[config.mk]
export PLATFORM = sky130hd
export DESIGN_NAME = uart_regfile
export DESIGN_NICKNAME = d
export VERILOG_FILES = /design/src/rtl/uart_regfile.sv
export SDC_FILE = /design/constraint.sdc
export NUM_CORES = 1
export LEC_CHECK = 0
export ABC_AREA = 0
export BUFFER_PORTS_ARGS = -buffer_cell sky130_fd_sc_hd__buf_2
export CORE_ASPECT_RATIO = 0.5
export CORE_UTILIZATION = 58
export CTS_CLUSTER_DIAMETER = 120
export DETAILED_ROUTE_END_ITERATION = 12
export PLACE_DENSITY = 0.82
export SLEW_MARGIN = 20
export SYNTH_ARGS = -nofsm -noshare
export SYNTH_HDL_FRONTEND = slang
export SYNTH_SLANG_ARGS = --single-unit
[constraint.sdc]
create_clock -name clk -period 3.18 [get_ports clk]
set_input_delay 0.636 -clock clk [delete_from_list [all_inputs] [get_ports clk]]
set_output_delay 0.636 -clock clk [all_outputs]
set_load 0.01 [all_outputs]
[src/rtl/uart_regfile.sv]
module uart_regfile (
  input  logic        clk,
  input  logic        rst_n,
  input  logic [2:0]  addr,
  input  logic        wr_en,
  input  logic        rd_en,
  input  logic [7:0]  wdata,
  output logic [7:0]  rdata,
  output logic [7:0]  tx_data,
  output logic        tx_valid,
  input  logic        tx_ready,
  input  logic [7:0]  rx_data,
  input  logic        rx_valid,
  input  logic [7:0]  msr_in,
  output logic [3:0]  modem_ctl,
  output logic [15:0] divisor,
  output logic        irq
);
  localparam logic [7:0] IIR_NONE = 8'h01;
  localparam logic [7:0] IIR_TX   = 8'h02;
  localparam logic [7:0] IIR_RX   = 8'h04;

  logic [7:0] rbr_q, thr_q, dll_q, dlm_q, lcr_q, scr_q, msr_q;
  logic [3:0] ier_q;
  logic [4:0] mcr_q;
  logic       dr_q, thre_q, temt_q, pend_q;
  logic [7:0] iir, lsr, msr_rd;
  logic       dlab, accept, wr_thr;

  assign dlab   = lcr_q[7];
  assign accept = tx_valid & tx_ready;
  assign wr_thr = wr_en & (addr == 3'd0) & ~dlab;

  assign iir = (dr_q & ier_q[0]) ? IIR_RX :
               (pend_q & ier_q[1]) ? IIR_TX : IIR_NONE;
  assign irq = ~iir[0];
  assign lsr = {1'b0, temt_q, thre_q, 4'b0, dr_q};
  assign msr_rd = mcr_q[4] ? {mcr_q[3], mcr_q[2], mcr_q[0], mcr_q[1], 4'b0} : msr_q;

  assign tx_data   = thr_q;
  assign modem_ctl = mcr_q[3:0];
  assign divisor   = {dlm_q, dll_q};

  always_comb begin
    case (addr)
      3'd0:    rdata = dlab ? dll_q : rbr_q;
      3'd1:    rdata = dlab ? dlm_q : {4'b0, ier_q};
      3'd2:    rdata = iir;
      3'd3:    rdata = lcr_q;
      3'd4:    rdata = {3'b0, mcr_q};
      3'd5:    rdata = lsr;
      3'd6:    rdata = msr_rd;
      default: rdata = scr_q;
    endcase
  end

  always_ff @(posedge clk) begin
    if (!rst_n) begin
      rbr_q <= '0; thr_q <= '0; dll_q <= '0; dlm_q <= '0;
      lcr_q <= '0; scr_q <= '0; msr_q <= '0; ier_q <= '0; mcr_q <= '0;
      dr_q <= 1'b0; thre_q <= 1'b1; temt_q <= 1'b1; pend_q <= 1'b0;
      tx_valid <= 1'b0;
    end else begin
      msr_q <= msr_in;

      if (accept) begin
        tx_valid <= 1'b0;
        thre_q   <= 1'b1;
        temt_q   <= 1'b1;
        pend_q   <= 1'b1;
      end else if (rd_en && addr == 3'd2 && iir[2:0] == 3'd2) begin
        pend_q <= 1'b0;
      end

      if (wr_thr) begin
        thr_q    <= wdata;
        tx_valid <= 1'b1;
        thre_q   <= 1'b0;
        temt_q   <= 1'b0;
        pend_q   <= 1'b0;
      end

      if (wr_en) begin
        case (addr)
          3'd0: if (dlab) dll_q <= wdata;
          3'd1: if (dlab) dlm_q <= wdata; else ier_q <= wdata[3:0];
          3'd3: lcr_q <= wdata;
          3'd4: mcr_q <= wdata[4:0];
          3'd7: scr_q <= wdata;
          default: ;
        endcase
      end

      if (rd_en && addr == 3'd0 && !dlab) dr_q <= 1'b0;
      if (rx_valid) begin
        rbr_q <= rx_data;
        dr_q  <= 1'b1;
      end
    end
  end
endmodule


==> impl_metrics.yaml, run 1 <==
timing:
  clock_skew_ns: 0.004985
  whs_ns: 0.4649
  period_share_pct: 88.11
  finalSetupViolCount: 0
  period_needed_ns: 2.802
  tightest_slew_ns: 0.9096
  final_hold_viol_count: 0
  drv_slew: 0
  finalSetupTns_ns: 0
  fmaxAchievable_mhz: 356.9
  rsz0062_at_grt: "no"
  slew_headroom_pct: 39.36
worst_setup_path:
  r2r_start: "lcr_q[7]"
  crit_family: "flip-flops"
  worst-path-buf-inv: 1
  critical_path_arrival_ns: 2.17
  crit_slowest_cell: "dfxtp_1"
  worst_setup_path_start_kind: "flop"
  cp_max_fo: 12
  cp.required_ns: 2.54
  max_stage_delay_ns: 0.66
  startpoint: "lcr_q[7]"
  cp-end-kind: "output port"
  crit_chain: "mux2_2, and3_1, a211oi_1, a31oi_1, buf_2"
  worstSetupPathType: "reg2out"
synthesis:
  synth_area_leader_cell: "dfxtp_1"
  synth_ff_type: "dfxtp_1"
  syn_area_um2: 3249
  ys_warn_count: 0
  synth_top_area_share_pct: 42.51
  async_flop_share_pct: 0
  synth_enable_flop_cells: 0
  ys_ff_latch: 69
  synth_area_leaders: "dfxtp_1 (43%), mux2i_1 (12%), nor2b_1 (6.7%), nand2_1 (6.4%), a21boi_0 (5.8%)"
  synth_nets: 393
  postSynthAreaPerCell_um2: 9.026
  synth_seq_area_share_pct: 42.51
  synth_cells: 360
  yosysUniqueCellTypes: 43
detailed_routing:
  via_per_inst: 5.713
  drt_pre_antenna_iters: 5
  drt_iter0_markers: 186
  antenna_left: 0
  drt_drc_violations_left: 0
  vias: 2788
  wire_per_inst_um: 17.32
  totalWireLength_um: 8454
final_layout:
  mostFrequentLayoutCell: "buf_2"
  layout-drive-gt1-share_pct: 22.97
  final_nets: 447
  areaGrowthSynthToFinish_pct: 14.59
  fill_cells: 401
  postLayoutCoreUtil_pct: 72.20
  final_cell_mix: "buf_2 (70), dfxtp_1 (69), nand2_1 (55), mux2i_1 (38), nor2b_1 (35)"
  diodes: 0
clock_tree:
  cts_num_sinks: 69
  cts_made_buffers: 9
  insertion_delay_ns: 0.35
  cts-root-buf: "clkbuf_8"
  cts_setup_buffers: 0
  cts_tree: "done"
  clockBufferDepth: 2
  cts_resized: 0
  cts.clk_slew.worst_paths_ns: 0.06
  holdBufCountCts: 0
  htree_levels: 3
hold_path:
  worstHoldStart: "tx_data[4]"
  hold_path.class: "reg2reg"
pwr:
  vdd_ir_drop_max_mv: 0.3755
  p_per_area_nw_per_um2: 449.9
  p_total_uw: 1675
  p_leak_uw: 0.001509
placed_design:
  gp_congestion: 0.9269
  hpwl_um: 6038
  portBuffers: 70
floorplanning:
  coreArea_um2: 5157
  placementRows: 18
  die_x_um: 107.9
  die_y_um: 54.93
  start_util_pct: 63.00
  die_area_um2: 5924
  num_io_pins: 71
global_routing:
  grt-ovfl-total: 0
  grt_max_degree: 70
  track_usage_pct: 31.47
  antenna_found_initial: 0
  grt_pass1_wl_um: 13120
  grt_pass1_vias: 2608
run_status:
  status: "completed"
flow_run:
  max_cap_violations: 0
cell families (layout without fill, tap and decap cells):
family | Yosys count | after routing | share of synthesized area (%)
AND/OR/NAND/NOR | 148 | 148 | 24.18
flip-flops | 69 | 69 | 42.51
AO/OA/AOI/OAI | 64 | 64 | 14.02
multiplexers | 44 | 44 | 14.13
buffers and inverters | 35 | 93 | 5.160
flip-flops by register name, indices dropped and copies added, names as in the netlist:
signal    count
rbr_q         8
lcr_q         8
tx_valid      1
mcr_q         5
ier_q         4
dr_q          1
temt_q        1
pend_q        1
msr_q         8
dll_q         8
scr_q         8
tx_data       8
dlm_q         8
layout make-up:
cell class                 count  area [um2]  share of cell area (%)
inverter                       4       15.01                  0.4032
tap                           70       87.58                   2.352
sequential                    69        1381                   37.10
clock inverter                 2       10.01                  0.2688
multi-input combinational    256        1700                   45.67
timing repair buffer          74       380.4                   10.22
clock buffer                  13       148.9                   3.999
per-stage QoR:
| stage | instances | setup WS (ns) | cell area [um2] |
|---|---|---|---|
| 2_1_floorplan | 360 | 0.8276 | 3249 |
| 3_3_place_gp | 473 | 0.5075 | 3565 |
| 3_5_place_dp | 473 | 0.4545 | 3565 |
| 4_1_cts | 488 | 0.3982 | 3724 |
| 5_1_grt | 488 | 0.2912 | 3724 |
| 6_report | 488 | 0.3782 | 3724 |
cell usage after synthesis, drive strengths merged (3+ instances only):
library cell and n:
clkbuf 16, dfxtp 69, inv 4, mux2 5, a21oi 10, nand2 55, a211oi 4, a21boi 25
and3 4, mux2i 38, nand2b 4, o22a 3, and2 11, o21ai 7, nor4 3, nor2b 35
buf 15, nand3 14, nor2 11, a31oi 3
worst paths after layout:
kind	end	slack (ns)	cells after the start
setup / recovery	rdata[3]	0.38	5
hold / removal	tx_data[4]	0.46	2
setup reg to reg	dlm_q[3]	1.19	5
hold reg to reg	tx_data[4]	0.46	2
power by group:
part           internal [uW]  leakage, uW  switching [uW]
Clock                    298    0.0000833             303
Combinational           72.6     0.000864            97.5
Sequential               887     0.000561            17.2
routing by layer:
layer | wire length [um] | part of all wire [%] | track usage [%] | vias up
li1 | - | - | - | 1344
met1 | 3869 | 46 | 39.78 | 1291
met2 | 3557 | 42 | 49.15 | 138
met3 | 898 | 11 | 12.06 | 15
met4 | 129 | 1.5 | 13.47 | 0
met5 | 0 | 0 | 0 | -
worst min-delay path, cell delays in order, from the launching register on:
cell      delay [ns]
dfxtp_1         0.31
nand2_1         0.05
a21boi_0        0.06
(Power assumes the default switching activity.)
==> run 2: changes to the inputs <==
- ABC_AREA: 0 -> 1
- PLACE_DENSITY: 0.82 -> 0.83
==> run 2 against run 1 <==
  * Via count grew 12%
  * Global-route usage is 0.095 points higher
  * Critical path depth rose by 4
  * Combinational power increased by 5%
  * Count of clock-buffer cells in the layout fell by 2
  * Non-clock buffer count shrank 2
  * Final cell count is 22% higher
  * Routed wire length down 2.4%
==> impl_metrics.yaml, run 2 <==
global_routing:
  grt_pass1_vias: 2635
  grt_pass1_wl_um: 13120
  grt-ovfl-total: 0
  grt_max_degree: 36
  track_usage_pct: 31.56
  antenna_found_initial: 0
final_layout:
  final_area_um2: 3649
  mostFrequentLayoutCell: "nand2_1"
  final_nets: 552
  layout-drive-gt1-share_pct: 21.18
  final_cell_mix: "nand2_1 (115), nor2_1 (95), buf_2 (70), dfxtp_1 (69), o21ai_0 (37)"
  fill_cells: 490
  diodes: 0
  areaGrowthSynthToFinish_pct: 16.78
clock_tree:
  htree_levels: 3
  insertion_delay_ns: 0.35
  cts_num_sinks: 69
  cts.clk_slew.worst_paths_ns: 0.07
  cts-root-buf: "clkbuf_8"
  cts_made_buffers: 9
  cts_tree: "done"
  holdBufCountCts: 0
  cts_setup_buffers: 0
  cts_resized: 0
  clockBufferDepth: 2
worst_setup_path:
  crit_chain: "buf_4, inv_1, nand2_1, nand2_1, nand2_1, nand2_1, nor2_1, nand3_1, buf_2"
  r2r-end: "dr_q"
  r2r_start: "lcr_q[7]"
  worst_setup_path_start_kind: "flop"
  crit_slowest_cell: "dfxtp_1"
  critical_path_arrival_ns: 1.92
  cp_max_fo: 19
  cp.required_ns: 2.54
  cp-end-kind: "output port"
  max_stage_delay_ns: 0.32
  path_common_cell: "nand2_1"
  rr_worst_depth: 5
  worstSetupPathType: "reg2out"
  crit_family: "buffers and inverters"
  worst-path-buf-inv: 3
  ff2ff_setup_slack_ns: 1.80
detailed_routing:
  drt_iter0_markers: 225
  drt_drc_violations_left: 0
  drt_pre_antenna_iters: 5
  totalWireLength_um: 8248
  antenna_left: 0
  wire_per_inst_um: 13.89
  vias: 3126
  via_per_inst: 5.263
synthesis:
  synth_enable_flop_cells: 0
  async_flop_share_pct: 0
  postSynthAreaPerCell_um2: 6.866
  synth_area_leaders: "dfxtp_1 (44%), nand2_1 (14%), nor2_1 (11%), o21ai_0 (5.9%), a21oi_1 (5.0%)"
  yosysMostFrequentCell: "nand2_1"
  synth_area_leader_cell: "dfxtp_1"
  netlist_top_cells_count: "nand2_1 (115), nor2_1 (95), dfxtp_1 (69)"
  syn_area_um2: 3124
  synth_top_area_share_pct: 44.21
  ys_ff_latch: 69
  synth_ff_type: "dfxtp_1"
  synth_cells: 455
  yosysUniqueCellTypes: 26
  synth_seq_area_share_pct: 44.21
  synth_nets: 488
  ys_warn_count: 0
hold_path:
  holdPathEnd: "lcr_q[5]"
  hold_path.class: "reg2reg"
  worstHoldStart: "lcr_q[5]"
  hold_depth: 2
timing:
  slew_headroom_pct: 63.31
  finalSetupTns_ns: 0
  whs_ns: 0.4592
  rsz0062_at_grt: "no"
  tightest_slew_ns: 0.5497
  finalSetupViolCount: 0
  final_hold_viol_count: 0
  fmaxAchievable_mhz: 390.8
  drv_slew: 0
  clock_skew_ns: 0.007690
  period_needed_ns: 2.559
  period_share_pct: 80.46
floorplanning:
  start_util_pct: 61.93
  die_x_um: 105.8
  placementRows: 18
  num_io_pins: 71
  die_area_um2: 5702
  coreArea_um2: 5045
  die_y_um: 53.90
pwr:
  vdd_ir_drop_max_mv: 0.3778
  p_leak_uw: 0.001746
  p_per_area_nw_per_um2: 491.2
placed_design:
  place_area_um2: 3457
  hpwl_um: 5860
  gp_congestion: 0.8858
  portBuffers: 70
run_status:
  status: "completed"
flow_run:
  max_cap_violations: 0
==> run 2: cell types whose count changed after synthesis, moves of 11 or more <==
cell      delta
a21boi_0    -25
a21oi_1     +21
and2_1      -11
inv_1       +19
mux2i_1     -38
nand2_1     +60
nor2_1      +84
nor2b_1     -35
o21ai_0     +30
o21ai_1     +15
==> run 2: worst max path at each step <==
| stage | from | to | slack, ns | cells past startpoint |
|---|---|---|---|---|
| finish | lcr_q[7] | rdata[2] | 0.62 | 9 |
| global route | lcr_q[7] | rdata[2] | 0.50 | 9 |
| CTS | lcr_q[7] | rdata[2] | 0.64 | 9 |
| detailed placement | addr[2] | rdata[2] | 0.83 | 9 |
| global placement | addr[2] | rdata[2] | 0.85 | 9 |
| floorplan | addr[2] | rdata[7] | 1.10 | 9 |
==> run 2: metal layers <==
layer,track usage [%],share of wire [%],vias up
met5,1.786,0,-
met4,10.19,0.74,0
met3,9.443,7.8,10
met2,48.58,44,116
met1,42.89,47,1429
li1,-,-,1571
==> run 2: cells by family after synthesis <==
logic type | synth area share [%]
buf+inv | 8.010
compound gates | 13.86
simple gates | 33.92
flops | 44.21
==> run 2: final cells by class <==
class                      instances  area, um2  share of cell area, %
clock buffer                      11      141.4                  3.875
clock inverter                     5      50.05                  1.372
inverter                          34      130.1                  3.567
multi-input combinational        333       1493                  40.91
sequential                        69       1381                  37.86
tap                               70      87.58                  2.401
timing repair buffer              72      365.4                  10.01
==> run 2: where the power goes <==
| part | total (uW) | internal [uW] | leakage [uW] | switching, uW |
|---|---|---|---|---|
| logic | 178 | 59.2 | 0.00108 | 119 |
| clock network | 706 | 378 | 0.000103 | 328 |
| registers | 908 | 893 | 0.000563 | 15.2 |
==> run 2: worst min-delay path: stages, from the launching register on <==
cell	delay, ns
dfxtp_1	0.30
inv_1	0.06
a21oi_1	0.06
==> run 2: metrics by stage <==
| stage | setup slack (ns) | cells | util, % | total power, uW |
|---|---|---|---|---|
| after global routing | 0.4963 | 594 | 72.32 | 1873 |
| after detailed placement | 0.8320 | 578 | 68.53 | 1103 |
| after global placement | 0.8534 | 578 | 68.53 | 1099 |
| after CTS | 0.6428 | 594 | 72.32 | 1802 |
| after floorplan | 1.101 | 455 | - | 1036 |
| final | 0.6213 | 594 | 72.32 | 1792 |
==> run 3: changes to the inputs <==
- ABC_AREA: 1 -> 0
- CORE_UTILIZATION: 58 -> 54
- PLACE_DENSITY: 0.83 -> 0.77
- clock period: 3.18 -> 2.6 ns (I/O delays scaled with it)
==> run 3 against run 2 <==
  * The flow now finishes with violations (DRC)
  * Critical endpoint is now rdata[6]
  * Highest routed layer unchanged
  * Global-route usage decreased by 2.0 points
  * Clock skew decreased by 0.0038 ns
  * Combinational power increased by 24%
  * Worst hold slack got worse by 0.064 ns
  * Final cell count decreased by 16%
  * Total power increased by 47%
  * Design area increased by 8.0%
  * Clock power increased by 86%
  * Routed wire length increased by 7.9%
  * Sequential cell count unchanged
  * Non-clock buffer count increased by 6
==> impl_metrics.yaml, run 3 (synthesis results as in run 1) <==
clock_tree:
  cts_resized: 0
  cts_tree: "done"
  cts_num_sinks: 69
  cts_made_buffers: 9
  clockBufferDepth: 2
  cts.clk_slew.worst_paths_ns: 0.05
  holdBufCountCts: 0
  insertion_delay_ns: 0.33
  htree_levels: 3
  cts_setup_buffers: 0
  cts-root-buf: "clkbuf_16"
detailed_routing:
  vias: 2831
  totalWireLength_um: 8899
  via_per_inst: 5.708
  drt_iter0_markers: 274
  antenna_left: 0
  drt_drc_violations_left: 4
  wire_per_inst_um: 17.94
  drt_pre_antenna_iters: 9
timing:
  drv_slew: 0
  finalSetupViolCount: 0
  period_share_pct: 95.12
  final_hold_viol_count: 0
  rsz0062_at_grt: "no"
  period_needed_ns: 2.473
  finalSetupTns_ns: 0
  whs_ns: 0.3955
  fmaxAchievable_mhz: 404.4
  clock_skew_ns: 0.003918
  tightest_slew_ns: 0.9351
  slew_headroom_pct: 37.66
  timing.final.ws_setup_ns: 0.1270
floorplanning:
  die_area_um2: 6350
  start_util_pct: 57.67
  coreArea_um2: 5634
  die_y_um: 56.85
  num_io_pins: 71
  die_x_um: 111.7
  placementRows: 19
run_status:
  violations: "DRC"
  status: "finished, violations left"
global_routing:
  antenna_found_initial: 0
  grt_pass1_vias: 2596
  track_usage_pct: 29.51
  grt_pass1_wl_um: 13790
  grt-ovfl-total: 0
  grt_max_degree: 70
final_layout:
  layout-drive-gt1-share_pct: 24.59
  final_cell_mix: "buf_2 (70), dfxtp_1 (68), nand2_1 (55), mux2i_1 (38), nor2b_1 (35)"
  fill_cells: 467
  multi_input_area_um2: 1700
  mostFrequentLayoutCell: "buf_2"
  areaGrowthSynthToFinish_pct: 21.22
  regArea_um2: 1383
  final_area_um2: 3939
  diodes: 0
  final_nets: 451
  stdcell_count: 496
pwr:
  p_leak_uw: 0.001613
  pwr-share-seq_pct: 41.9
  switching_share_pct: 21.61
  intPower_uw: 2068
  clock_power_share_pct: 49.7
  p_switching_uw: 570.0
  pwr-share-comb_pct: 8.3
  vdd_ir_drop_max_mv: 0.4940
  p_per_area_nw_per_um2: 669.7
worst_setup_path:
  max_stage_delay_ns: 0.38
  cp_max_fo: 16
  worst_setup_path_start_kind: "input pin"
  critical_path_arrival_ns: 1.95
  cp-end-kind: "output port"
  cp.required_ns: 2.08
  worstSetupPathType: "in2out"
  crit_chain: "buf_2, buf_12, nor2_1, nor2_1, a32o_1, o22a_1, buf_2"
  crit_slowest_cell: "nor2_1"
  crit_family: "simple AND/OR/NAND/NOR gates"
  worst-path-buf-inv: 3
flow_run:
  max_cap_violations: 0
placed_design:
  hpwl_um: 6542
  place_area_um2: 3611
  place_ws_ns: 0.1719
  gp_congestion: 0.9226
  portBuffers: 70
  dp.cells: 480
hold_path:
  hold_path.class: "in2reg"
==> run 3: per-stage QoR <==
| step | utilization (%) | power, uW |
|---|---|---|
| 4_1_cts | 69.89 | 2657 |
| 6_report | 69.91 | 2638 |
| 3_5_place_dp | 64.09 | 1344 |
| 3_3_place_gp | 64.09 | 1338 |
| 5_1_grt | 69.91 | 2720 |
| 2_1_floorplan | - | 1253 |
==> run 3: power groups by stage <==
stage          Clock (uW)  Combinational (uW)  Sequential, uW
2_1_floorplan           0                 134            1120
3_3_place_gp            0                 212            1130
3_5_place_dp            0                 217            1130
4_1_cts              1330                 218            1110
5_1_grt              1380                 237            1110
6_report             1310                 220            1110
==> run 3: cell type report <==
| type | instances | share of cell area (%) |
|---|---|---|
| sequential | 69 | 35.10 |
| clock buffer | 12 | 6.512 |
| inverter | 4 | 0.3812 |
| multi-input combinational | 256 | 43.17 |
| timing repair buffer | 78 | 10.74 |
| tap | 73 | 2.319 |
| clock inverter | 4 | 1.779 |
==> run 3: per-layer routing <==
| layer | vias up | global-route usage [%] | part of all wire [%] |
|---|---|---|---|
| met3 | 26 | 10.26 | 11 |
| met1 | 1322 | 40.75 | 46 |
| met5 | - | 0 | 0 |
| met4 | 0 | 10.62 | 2.1 |
| li1 | 1357 | - | - |
| met2 | 126 | 42.32 | 40 |
==> run 3: worst paths after layout <==
check | cells after the start | slack (ns) | startpoint | end
setup / recovery | 7 | 0.13 | addr[0] | rdata[6]
hold / removal | 2 | 0.40 | msr_in[6] | msr_q[6]
setup reg to reg | 5 | 0.79 | lcr_q[7] | tx_data[0]
hold reg to reg | 2 | 0.46 | tx_data[4] | tx_data[4]
==> run 3: worst reg2reg max path, stage by stage (launching register included) <==
cell	delay (ns)
dfxtp_2	0.36
nor4_2	0.58
buf_4	0.27
nand2_1	0.24
nand2_1	0.14
a21boi_0	0.10
